[config.mk]
export PLATFORM = sky130hd
export DESIGN_NAME = pcarry_adder
export DESIGN_NICKNAME = d
export VERILOG_FILES = /design/src/rtl/pcarry_pkg.sv /design/src/rtl/pcarry_bit_terms.sv /design/src/rtl/pcarry_prefix_tree.sv /design/src/rtl/pcarry_sum_stage.sv /design/src/rtl/pcarry_adder.sv
export SDC_FILE = /design/constraint.sdc
export NUM_CORES = 1
export LEC_CHECK = 0
export ABC_AREA = 0
export BUFFER_PORTS_ARGS = -buffer_cell sky130_fd_sc_hd__buf_2
export CAP_MARGIN = 10
export CORE_MARGIN = 5
export CORE_UTILIZATION = 50
export CTS_CLUSTER_SIZE = 20
export DETAILED_ROUTE_END_ITERATION = 16
export GPL_TIMING_DRIVEN = 1
export PLACE_DENSITY = 0.77
export SLEW_MARGIN = 30
export SYNTH_ARGS = -nofsm -noshare
export SYNTH_HDL_FRONTEND = slang
export SYNTH_SLANG_ARGS = --single-unit
[constraint.sdc]
create_clock -name clk -period 0.8 [get_ports clk]
set_input_delay 0.16 -clock clk [delete_from_list [all_inputs] [get_ports clk]]
set_output_delay 0.16 -clock clk [all_outputs]
set_load 0.01 [all_outputs]
[src/rtl/pcarry_pkg.sv]
package pcarry_pkg;

  localparam int PC_TREE_DENSE  = 0;
  localparam int PC_TREE_SPARSE = 1;

  // One prefix element: pseudo-carry and the propagate taken one bit below.
  typedef struct packed {
    logic h;
    logic q;
  } pc_node_t;

  // Upper group absorbs the lower one through its shifted propagate.
  function automatic pc_node_t pc_merge(pc_node_t hi, pc_node_t lo);
    pc_node_t r;
    r.h = hi.h | (hi.q & lo.h);
    r.q = hi.q & lo.q;
    return r;
  endfunction

endpackage

[src/rtl/pcarry_bit_terms.sv]
module pcarry_bit_terms
  import pcarry_pkg::*;
#(
  parameter int WIDTH = 32,
  localparam int NODES = WIDTH + 1
) (
  input  logic [WIDTH-1:0]     a,
  input  logic [WIDTH-1:0]     b,
  input  logic                 cin,
  output logic [WIDTH-1:0]     p,
  output logic [WIDTH-1:0]     t,
  output pc_node_t [NODES-1:0] leaf
);

  logic [WIDTH-1:0] g;

  always_comb begin
    g = a & b;
    p = a | b;
    t = a ^ b;
  end

  // Element 0 carries the carry-in as a generate below bit 0.
  assign leaf[0].h = cin;
  assign leaf[0].q = 1'b0;

  genvar e;
  generate
    for (e = 1; e < NODES; e++) begin : g_leaf
      assign leaf[e].h = g[e-1];
      if (e == 1) begin : g_first
        assign leaf[e].q = 1'b1;
      end else begin : g_rest
        assign leaf[e].q = p[e-2];
      end
    end
  endgenerate

endmodule

[src/rtl/pcarry_prefix_tree.sv]
module pcarry_prefix_tree
  import pcarry_pkg::*;
#(
  parameter int NODES = 33,
  parameter int TREE  = PC_TREE_DENSE,
  localparam int LVL    = (NODES > 1) ? $clog2(NODES) : 1,
  localparam int STAGES = (TREE == PC_TREE_SPARSE) ? LVL + 1 : LVL
) (
  input  pc_node_t [NODES-1:0] leaf,
  output logic     [NODES-1:0] hout
);

  pc_node_t [NODES-1:0] lvl [0:STAGES];

  assign lvl[0] = leaf;

  genvar st, i;
  generate
    for (st = 0; st < STAGES; st++) begin : g_stage
      for (i = 0; i < NODES; i++) begin : g_node
        localparam bit FILL = (TREE == PC_TREE_SPARSE) && (st == LVL);
        localparam int DIST = FILL ? 1 : (1 << st);
        localparam bit ODD_OK = (TREE != PC_TREE_SPARSE) || ((i % 2) == 1);
        localparam bit ACTIVE = FILL ? (((i % 2) == 0) && (i >= 2))
                                     : (ODD_OK && (i >= DIST));
        if (ACTIVE) begin : g_merge
          assign lvl[st+1][i] = pc_merge(lvl[st][i], lvl[st][i-DIST]);
        end else begin : g_pass
          assign lvl[st+1][i] = lvl[st][i];
        end
      end
    end
    for (i = 0; i < NODES; i++) begin : g_out
      assign hout[i] = lvl[STAGES][i].h;
    end
  endgenerate

endmodule

[src/rtl/pcarry_sum_stage.sv]
module pcarry_sum_stage #(
  parameter int WIDTH = 32
) (
  input  logic [WIDTH-1:0] t,
  input  logic [WIDTH-1:0] p,
  input  logic [WIDTH-1:0] h,
  input  logic             cin,
  output logic [WIDTH-1:0] sum,
  output logic             cout
);

  logic [WIDTH-1:0] carry;

  always_comb begin
    carry = p & h;
    sum[0] = t[0] ^ cin;
    for (int n = 1; n < WIDTH; n++) begin
      sum[n] = t[n] ^ carry[n-1];
    end
    cout = carry[WIDTH-1];
  end

endmodule

[src/rtl/pcarry_adder.sv]
module pcarry_adder
  import pcarry_pkg::*;
#(
  parameter int WIDTH   = 32,
  parameter int TREE    = PC_TREE_DENSE,
  parameter bit REG_OUT = 1'b1,
  localparam int NODES = WIDTH + 1
) (
  input  logic             clk,
  input  logic             rst_n,
  input  logic [WIDTH-1:0] a,
  input  logic [WIDTH-1:0] b,
  input  logic             cin,
  output logic [WIDTH-1:0] sum,
  output logic             cout
);

  pc_node_t [NODES-1:0] leaf;
  logic [WIDTH-1:0]     p_bits;
  logic [WIDTH-1:0]     t_bits;
  logic [NODES-1:0]     h_all;
  logic [WIDTH-1:0]     h_vec;
  logic [WIDTH-1:0]     sum_d;
  logic                 cout_d;

  pcarry_bit_terms #(.WIDTH(WIDTH)) u_terms (
    .a    (a),
    .b    (b),
    .cin  (cin),
    .p    (p_bits),
    .t    (t_bits),
    .leaf (leaf)
  );

  pcarry_prefix_tree #(.NODES(NODES), .TREE(TREE)) u_tree (
    .leaf (leaf),
    .hout (h_all)
  );

  // Element n+1 holds the pseudo-carry of bit n.
  assign h_vec = h_all[NODES-1:1];

  pcarry_sum_stage #(.WIDTH(WIDTH)) u_sum (
    .t    (t_bits),
    .p    (p_bits),
    .h    (h_vec),
    .cin  (cin),
    .sum  (sum_d),
    .cout (cout_d)
  );

  generate
    if (REG_OUT) begin : g_reg
      logic [WIDTH-1:0] sum_q;
      logic             cout_q;
      always_ff @(posedge clk or negedge rst_n) begin
        if (!rst_n) begin
          sum_q  <= '0;
          cout_q <= 1'b0;
        end else begin
          sum_q  <= sum_d;
          cout_q <= cout_d;
        end
      end
      assign sum  = sum_q;
      assign cout = cout_q;
    end else begin : g_comb
      assign sum  = sum_d;
      assign cout = cout_d;
    end
  endgenerate

endmodule

* Word level (Yosys, flattened, before mapping)
Cells that the tools add are included.
** Operators by class
- Bitwise operators :: 407
** Operators by type and width (count)
- $and 1x1->1 :: 236
- $or 1x1->1 :: 135
- $and 32x32->32 :: 2
- $or 32x32->32 :: 1
- $xor 1x1->1 :: 32
- $xor 32x32->32 :: 1
** Word-level totals
- Word-level logic and storage cells :: 409
- Input bits :: 67
- Bits in registers :: 33

* Logic depth before layout (Yosys ltp)
Gate-level depths: netlist of run 1.
- Depth after elaboration :: 14
- Gate-level depth with buffers :: 9

* Cells and area by module
Synthesis of run 1 repeated with hierarchy kept, for this count alone.
** Second synthesis, totals
- Cells, all modules :: 431
- Area, all modules :: 3505.9 µm²
** Modules (own cells, without submodules)
- pcarry_bit_terms :: seq. area each 0.0 µm², area each 1423.9 µm², cells an instance 196, times used 1
- pcarry_prefix_tree :: seq. area each 0.0 µm², area each 853.3 µm², cells an instance 138, times used 1
- pcarry_adder :: seq. area each 825.8 µm², area each 825.8 µm², cells an instance 33, times used 1
- pcarry_sum_stage :: seq. area each 0.0 µm², area each 402.9 µm², cells an instance 64, times used 1

* Worst setup path after synthesis of run 1
No wires, ideal clock.
- Kind :: in2reg
- From :: input a[3]
- To :: register g_reg.sum_q[30] (netlist: sum[30])
- Buffers on the path :: 0
- Cell stages on the path :: 9
- Setup slack :: -1.329 ns
- Library setup time :: 0.079 ns
- Arrival :: 2.050 ns
- Data required time :: 0.721 ns
- Cell sequence :: inv_1 > ha_1 > or2_4 > a2111oi_4 > o21ai_2 > o41ai_4 > a41oi_1 > a211oi_2 > xor2_1
** Between the ends
- Word-level cells in the longest chain between the ends :: 11
- Elaborated cells on any way between the ends :: 15
- Classes of those cells :: bitwise: 15
** Ends and longest elaborated chain
- start, declared :: RTL line pcarry_adder.sv:11 : input logic [WIDTH-1:0] a,
- $or 32x32->32 or $and 32x32->32 (tied branches) :: RTL line pcarry_bit_terms.sv:19, pcarry_bit_terms.sv:18
- $and 1x1->1 or $or 1x1->1 (tied branches) :: RTL line pcarry_pkg.sv:16, pcarry_pkg.sv:15
- $and 1x1->1 (on tied branches) :: RTL line pcarry_pkg.sv:15, pcarry_pkg.sv:16
- $or 1x1->1 or $and 1x1->1 (tied branches) :: RTL line pcarry_pkg.sv:15 : r.h = hi.h | (hi.q & lo.h);
- $or 1x1->1 * :: RTL line pcarry_pkg.sv:15
- $and 1x1->1 * :: RTL line pcarry_pkg.sv:15
- $or 1x1->1 * :: RTL line pcarry_pkg.sv:15
- $and 1x1->1 * :: RTL line pcarry_pkg.sv:15
- $or 1x1->1 * :: RTL line pcarry_pkg.sv:15
- $and 32x32->32 * :: RTL line pcarry_sum_stage.sv:15 : carry = p & h;
- $xor 1x1->1 * :: RTL line pcarry_sum_stage.sv:18 : sum[n] = t[n] ^ carry[n-1];
- via sum_d[30] :: RTL line pcarry_adder.sv:23 : logic [WIDTH-1:0] sum_d;
- end signal, assigned :: RTL line pcarry_adder.sv:61 : sum_q <= sum_d;
- end, declared :: RTL line pcarry_adder.sv:54 : logic [WIDTH-1:0] sum_q;
The timed path passes the listed nets; every way through them passes the cells marked *.

* Worst setup path in the final report of run 1
- From :: input a[8]
- To :: register g_reg.sum_q[26] (netlist: sum[26])
** Between the ends
- Word-level cells in the longest chain between the ends :: 10
- Elaborated cells on any way between the ends :: 17
- Classes of those cells :: bitwise: 17
** Ends and longest elaborated chain (RTL line)
- $or 32x32->32 or $and 32x32->32 (tied branches) :: pcarry_bit_terms.sv:19, pcarry_bit_terms.sv:18
- $and 1x1->1 (on tied branches) :: pcarry_pkg.sv:15, pcarry_pkg.sv:16
- $or 1x1->1, or another cell as far along (2 in series) :: pcarry_pkg.sv:15
- $or 1x1->1 or $and 1x1->1 (tied branches) :: pcarry_pkg.sv:15
- $or 1x1->1 * :: pcarry_pkg.sv:15
- $and 1x1->1 * :: pcarry_pkg.sv:15
- $or 1x1->1 * :: pcarry_pkg.sv:15
- $and 32x32->32 * :: pcarry_sum_stage.sv:15
- $xor 1x1->1 * :: pcarry_sum_stage.sv:18
- via sum_d[26] :: pcarry_adder.sv:23
Marked as above.

==> run_results.csv, run 1 <==
group,metric,value,unit
outcome,outcome,"finished, violations left",
outcome,violations,"setup timing",
global_routing,grt_overflow_total,0,
synthesis,synth_top_area_share,29.67,%
route,wire_per_inst,22.43,um
sta,finalHoldViolations,0,
synthesis,ys_seq_area_share,23.31,%
final_layout,fin_cells,737,
critical_path,critPathTopFamily,"compound AO/OA/AOI/OAI gates",
pwr,ir_drop,790.6,uV
global_routing,grt_max_degree,34,
placed_design,dp_slack,-1.516,ns
final_layout,multi_input_area,2975,um^2
global_routing,top_usage_layer,"met2",
clock_network,cts_buffers,5,
global_routing,grt.total_usage,29.85,%
critical_path,path_common_cell,"buf_4",
hold_path,min_path_type,"primary input to register",
sta,slew_violations,0,
synthesis,syn_area,3542,um^2
clock_network,clkTransAtPathRegs,0.09,ns
route,drtAntennaViolNets,0,
global_routing,grt_util_met1,30.60,%
floorplanning,core,6832,um^2
run,max-cap-violations,0,
critical_path,crit_chain,"buf_2 > inv_1 > ha_2 > buf_4 > o31ai_1 > a31oi_2 > o41ai_4 > buf_4 > buf_4 > a41oi_2 > nor2_1 > xor2_1",
clock_network,cts_tree,"done",
critical_path,cp_slowest_cell,"o31ai_1",
sta,tightestPinTransition,0.8171,ns
critical_path,critical_path_buf_inv_count,5,
final_layout,n_fill_cell,294,
synthesis,syn-num-nets,563,
final_layout,ff_latch_area,825.8,um^2
critical_path,slowest_delay,0.43,ns
sta,finalWorstSetupSlack,-1.223,ns
route,num_vias,4381,
route,wl,16530,um
clock_network,htreeDepth,2,
clock_network,cts_num_sinks,33,
sta,period_share,252.8,%
final_layout,drive_above_1_share,49.92,%
global_routing,grt_use_met2,56.38,%
critical_path,path_max_fanout,6,
global_routing,use_met3,4.327,%
clock_network,cts_root_buf,"clkbuf_8",
sta,final.min_clock_period,2.023,ns
floorplanning,initial_core_util,51.85,%
placed_design,port_buffers,99,
clock_network,cts_buffer_depth,2,
sta,maxClockFrequency,0.4944,GHz
final_layout,n_antenna_cell,0,
final_layout,finalInstanceArea,6012,um^2
synthesis,yosysMostFrequentCell,"ha_1",
placed_design,gp_congestion,0.9171,
sta,relSlewSlack,45.03,%
synthesis,synthFlopType,"dfrtp_1",
floorplanning,die_height,94.17,um
final_layout,fin_nets,792,
synthesis,ys_async_sr_fraction,100.0,%
synthesis,yosysTopAreaCell,"ha_1",
critical_path,cp-end-kind,"register",
floorplanning,dieArea,8868,um^2
sta,rsz0062_at_grt,"true",
route,drt-initial-drc-count,413,
sta,setup_viol_count_final,64,
global_routing,grt_pass1_wl,20540,um
route,drc,0,
synthesis,yosys_warnings,0,
placed_design,dp_hpwl,8359,um
critical_path,worstPathRequired,1.02,ns
synthesis,synth-edff-count,0,
synthesis,ys_types,43,
placed_design,dp_cells,702,
global_routing,antenna_found_initial,0,
synthesis,synth.area.top_cells,"ha_1 (30%), dfrtp_1 (23%), inv_1 (7.3%), nor2_1 (6.8%), xor2_1 (5.4%)",
synthesis,synth.avg_cell_area,8.618,um^2
synthesis,netlist_top_cells_count,"ha_1 (84), inv_1 (69), nor2_1 (64), dfrtp_1 (33), xor2_1 (22)",
final_layout,area_growth,69.73,%
route,via_per_inst,5.944,
global_routing,grt_pass1_vias,4196,
critical_path,critPathLaunchType,"primary input",
critical_path,cp.arrival,2.24,ns
floorplanning,pin_count,100,
floorplanning,fp.dieW,94.17,um
placed_design,dpl_cell_area,5059,um^2
route,drtPass1Iterations,6,
synthesis,synth_seq_cells,33,
synthesis,syn_inst,411,
critical_path,criticalPathCategory,"primary input to register",
floorplanning,row_count,30,
pwr,leakage,3.108,nW
pwr,power_per_cell_area,1370,nW/um^2
==> sequential cells by signal (all words and copies together) (netlist names) <==
name / count
sum: 32
cout: 1
==> per-stage QoR <==
stage / setup TNS [ns] / hold slack, ns / utilization [%] / power [W]
floorplan: -22.63 / -0.1356 / - / 0.003743
global placement: -34.91 / 0.1401 / 74.05 / 0.005149
detailed placement: -35.64 / 0.1445 / 74.05 / 0.005234
CTS: -29.81 / 0.2152 / 83.86 / 0.007480
global route: -37.98 / 0.2136 / 88.00 / 0.008552
finish: -35.91 / 0.2123 / 88.00 / 0.008238
==> path summary, 6_finish.rpt <==
check,start,end,slack (ns),depth (start not counted)
worst max-delay path,a[8],sum[26],-1.22,12
worst min-delay path,a[3],sum[3],0.21,4
max in group asynchronous,rst_n,sum[22],0.25,3
min in group asynchronous,rst_n,sum[1],0.34,3
==> cells by family after synthesis <==
group	synth area share, %
buffers and inverters	7.524
AND/OR/NAND/NOR	14.41
AO/OA/AOI/OAI	16.81
multiplexers	0.2826
flip-flops	23.31
XOR/XNOR	7.418
adder cells (fa/ha/maj)	30.24
==> power by group <==
group | leakage (nW) | switching, W | internal (W)
clock | 0.0585 | 0.000731 | 0.00102
combinational | 2.66 | 0.00229 | 0.00202
sequential | 0.385 | 0.000153 | 0.00203
==> cells in the final DEF (no fill, tap or decap), types with 7 or more instances in the layout <==
cell       n
nor3_1    10
inv_1     58
ha_4       7
buf_6     25
a21oi_2    8
ha_2       8
nor2_1    52
o31ai_1   11
buf_2     82
dfrtp_1   33
xor2_1    20
nand2_1   11
buf_4    106
ha_1      69
==> layout make-up <==
cell class	instances	area share [%]
Tap cell	96	1.998
Inverter	69	5.099
Timing Repair Buffer	224	27.74
Clock inverter	1	0.4995
Multi-Input combinational cell	307	49.49
Sequential cell	33	13.74
Clock buffer	7	1.436
==> per-layer routing <==
metal	vias to the layer above	wire, um
met5	-	0
met4	0	1618
met3	148	1545
met2	390	7986
met1	2008	5377
li1	1835	-
==> repair_timing <==
| action | CTS | global route |
|---|---|---|
| hold buffers | 1 | 0 |
| gates resized for setup | 89 | 48 |
| cloned | 0 | 0 |
| pin swaps | 56 | 42 |
| endpoints found under the hold margin | 33 | 0 |
| buffers inserted | 17 | 12 |
| setup endpoints to repair | 64 | 64 |
Note: power is estimated with default switching activity, not from simulation.
==> run 2, diff against run 1 <==
--- a/config.mk
+++ b/config.mk
@@ -10,6 +10,7 @@
 export CAP_MARGIN = 10
 export CORE_MARGIN = 5
 export CORE_UTILIZATION = 50
+export CTS_BUF_LIST = sky130_fd_sc_hd__clkbuf_4
 export CTS_CLUSTER_SIZE = 20
 export DETAILED_ROUTE_END_ITERATION = 16
 export GPL_TIMING_DRIVEN = 1
==> run 2 against run 1 <==
Effect of this change:
- the flow still finishes with violations (setup timing)
- die area unchanged
- global-route usage increased by 0.98 points
- critical path depth increased by 1
- first-iteration DRC count decreased by 21%
- clock-buffer cell count decreased by 1
- highest routed layer is now met5
==> run_results.csv, run 2 (synthesis gave the netlist of run 1 again) <==
group,metric,value,unit
final_layout,ff_latch_area,825.8,um^2
final_layout,area_growth,67.15,%
placed_design,dp_cells,702,
sta,period_share,255.5,%
route,drt-initial-drc-count,327,
global_routing,antenna_found_initial,1,
pwr,switching_power,0.003120,W
global_routing,use_met3,6.571,%
clock_network,clkTransAtPathRegs,0.13,ns
clock_network,cts_root_buf,"clkbuf_4",
floorplanning,dieArea,8868,um^2
route,drc,0,
sta,hold_ws,0.1405,ns
hold_path,worstHoldPathCells,4,
clock_network,cts_tree,"done",
sta,tightestPinTransition,0.5795,ns
sta,maxClockFrequency,0.4892,GHz
route,drtAntennaViolNets,0,
floorplanning,row_count,30,
clock_network,cts_buffers,5,
critical_path,path_max_fanout,2,
final_layout,finalInstanceArea,5921,um^2
sta,setup_viol_count_final,64,
global_routing,grt_pass1_vias,4395,
sta,rsz0062_at_grt,"true",
placed_design,dpl_cell_area,5059,um^2
floorplanning,pin_count,100,
route,via_per_inst,5.915,
final_layout,fin_cells,733,
run,max-cap-violations,0,
sta,final.min_clock_period,2.044,ns
placed_design,dp_hpwl,8359,um
pwr,p_comb_share,54.4,%
critical_path,critPathLaunchType,"primary input",
hold_path,min_path_type,"primary input to register",
final_layout,largest_register_ff_count,32,
pwr,leakage,3.063,nW
global_routing,grt_max_degree,34,
floorplanning,core,6832,um^2
route,wire_per_inst,22.15,um
critical_path,cp-end-kind,"register",
pwr,intPower,0.004689,W
final_layout,fin_nets,788,
floorplanning,fp.dieW,94.17,um
pwr,power_frac_seq,27.9,%
placed_design,dp_slack,-1.516,ns
outcome,outcome,"finished, violations left",
hold_path,hold-path-endpoint,"sum[3]",
final_layout,n_fill_cell,330,
clock_network,cts_buffer_depth,2,
sta,finalHoldViolations,0,
placed_design,gp_congestion,0.9171,
route,wl,16240,um
final_layout,multi_input_area,3003,um^2
global_routing,top_usage_layer,"met2",
clock_network,cts_num_sinks,33,
pwr,switching_share,39.95,%
global_routing,grt_util_met1,30.14,%
pwr,finalPower,0.007810,W
pwr,power_per_cell_area,1319,nW/um^2
sta,relSlewSlack,60.76,%
final_layout,final_common_cell,"buf_4",
final_layout,final_cell_mix,"buf_4 (105), buf_2 (86), ha_1 (69)",
floorplanning,initial_core_util,51.85,%
critical_path,cp.arrival,2.31,ns
final_layout,drive_above_1_share,50.55,%
route,drtPass1Iterations,5,
global_routing,grt_pass1_wl,21110,um
global_routing,grt_overflow_total,0,
final_layout,n_antenna_cell,0,
placed_design,port_buffers,99,
clock_network,htreeDepth,2,
sta,slew_violations,0,
global_routing,grt.total_usage,30.83,%
critical_path,worstPathRequired,1.07,ns
outcome,violations,"setup timing",
hold_path,hold_path_startpoint,"b[3]",
sta,finalWorstSetupSlack,-1.244,ns
pwr,pwr-share-clk,17.6,%
pwr,ir_drop,891.3,uV
floorplanning,die_height,94.17,um
global_routing,grt_use_met2,56.56,%
critical_path,criticalPathCategory,"primary input to register",
route,num_vias,4336,
==> run 2: worst max-delay path by stage <==
stage | start | to | slack, ns | cells after the start
CTS | b[3] | sum[30] | -0.98 | 11
detailed placement | b[0] | sum[30] | -1.52 | 10
global placement | b[0] | sum[30] | -1.46 | 10
finish | a[0] | sum[20] | -1.24 | 13
global route | a[0] | sum[20] | -1.23 | 13
floorplan | b[0] | sum[30] | -1.04 | 9
==> run 2: cell type report <==
| class | count | share of cell area, % |
|---|---|---|
| multi-input combinational | 307 | 50.72 |
| timing repair buffer | 220 | 26.84 |
| sequential | 33 | 13.95 |
| inverter | 69 | 5.135 |
| tap | 96 | 2.029 |
| clock buffer | 6 | 0.7608 |
| clock inverter | 2 | 0.5706 |
==> run 2: routing by layer <==
metal / share of wire, % / vias up
met5: 0.080 / -
met4: 9.9 / 2
met3: 8.8 / 153
met2: 49 / 345
met1: 32 / 2000
li1: - / 1836
==> run 2: per-stage QoR <==
| stage | utilization, % | setup TNS (ns) |
|---|---|---|
| detailed placement | 74.05 | -35.64 |
| floorplan | - | -22.63 |
| finish | 86.67 | -36.03 |
| global route | 86.67 | -37.70 |
| CTS | 82.77 | -29.49 |
| global placement | 74.05 | -34.91 |
==> run 2: what timing repair did <==
item | in CTS | in global routing
setup endpoints to repair | 64 | 64
resized for setup | 90 | 45
hold buffers | 1 | 0
pin swaps | 59 | 44
buffers inserted | 16 | 10
endpoints found under the hold margin | 33 | 0
==> run 2: power by group through the flow <==
| stage | clock network (W) | logic (W) | registers, W |
|---|---|---|---|
| final | 0.00138 | 0.00425 | 0.00218 |
| after CTS | 0.00139 | 0.00356 | 0.00213 |
| after detailed placement | 0 | 0.00307 | 0.00216 |
| after global placement | 0 | 0.00300 | 0.00215 |
| after global routing | 0.00145 | 0.00444 | 0.00221 |
| after floorplan | 0 | 0.00138 | 0.00236 |
==> run 2: worst max-delay path, cell delays in order <==
cell,delay (ns)
buf_8,0.09
inv_8,0.03
ha_4,0.15
nand2b_4,0.15
a2111oi_4,0.33
buf_4,0.20
o21ai_4,0.09
buf_4,0.17
a211oi_4,0.28
buf_4,0.17
o21bai_1,0.08
a31oi_1,0.20
xor2_1,0.20
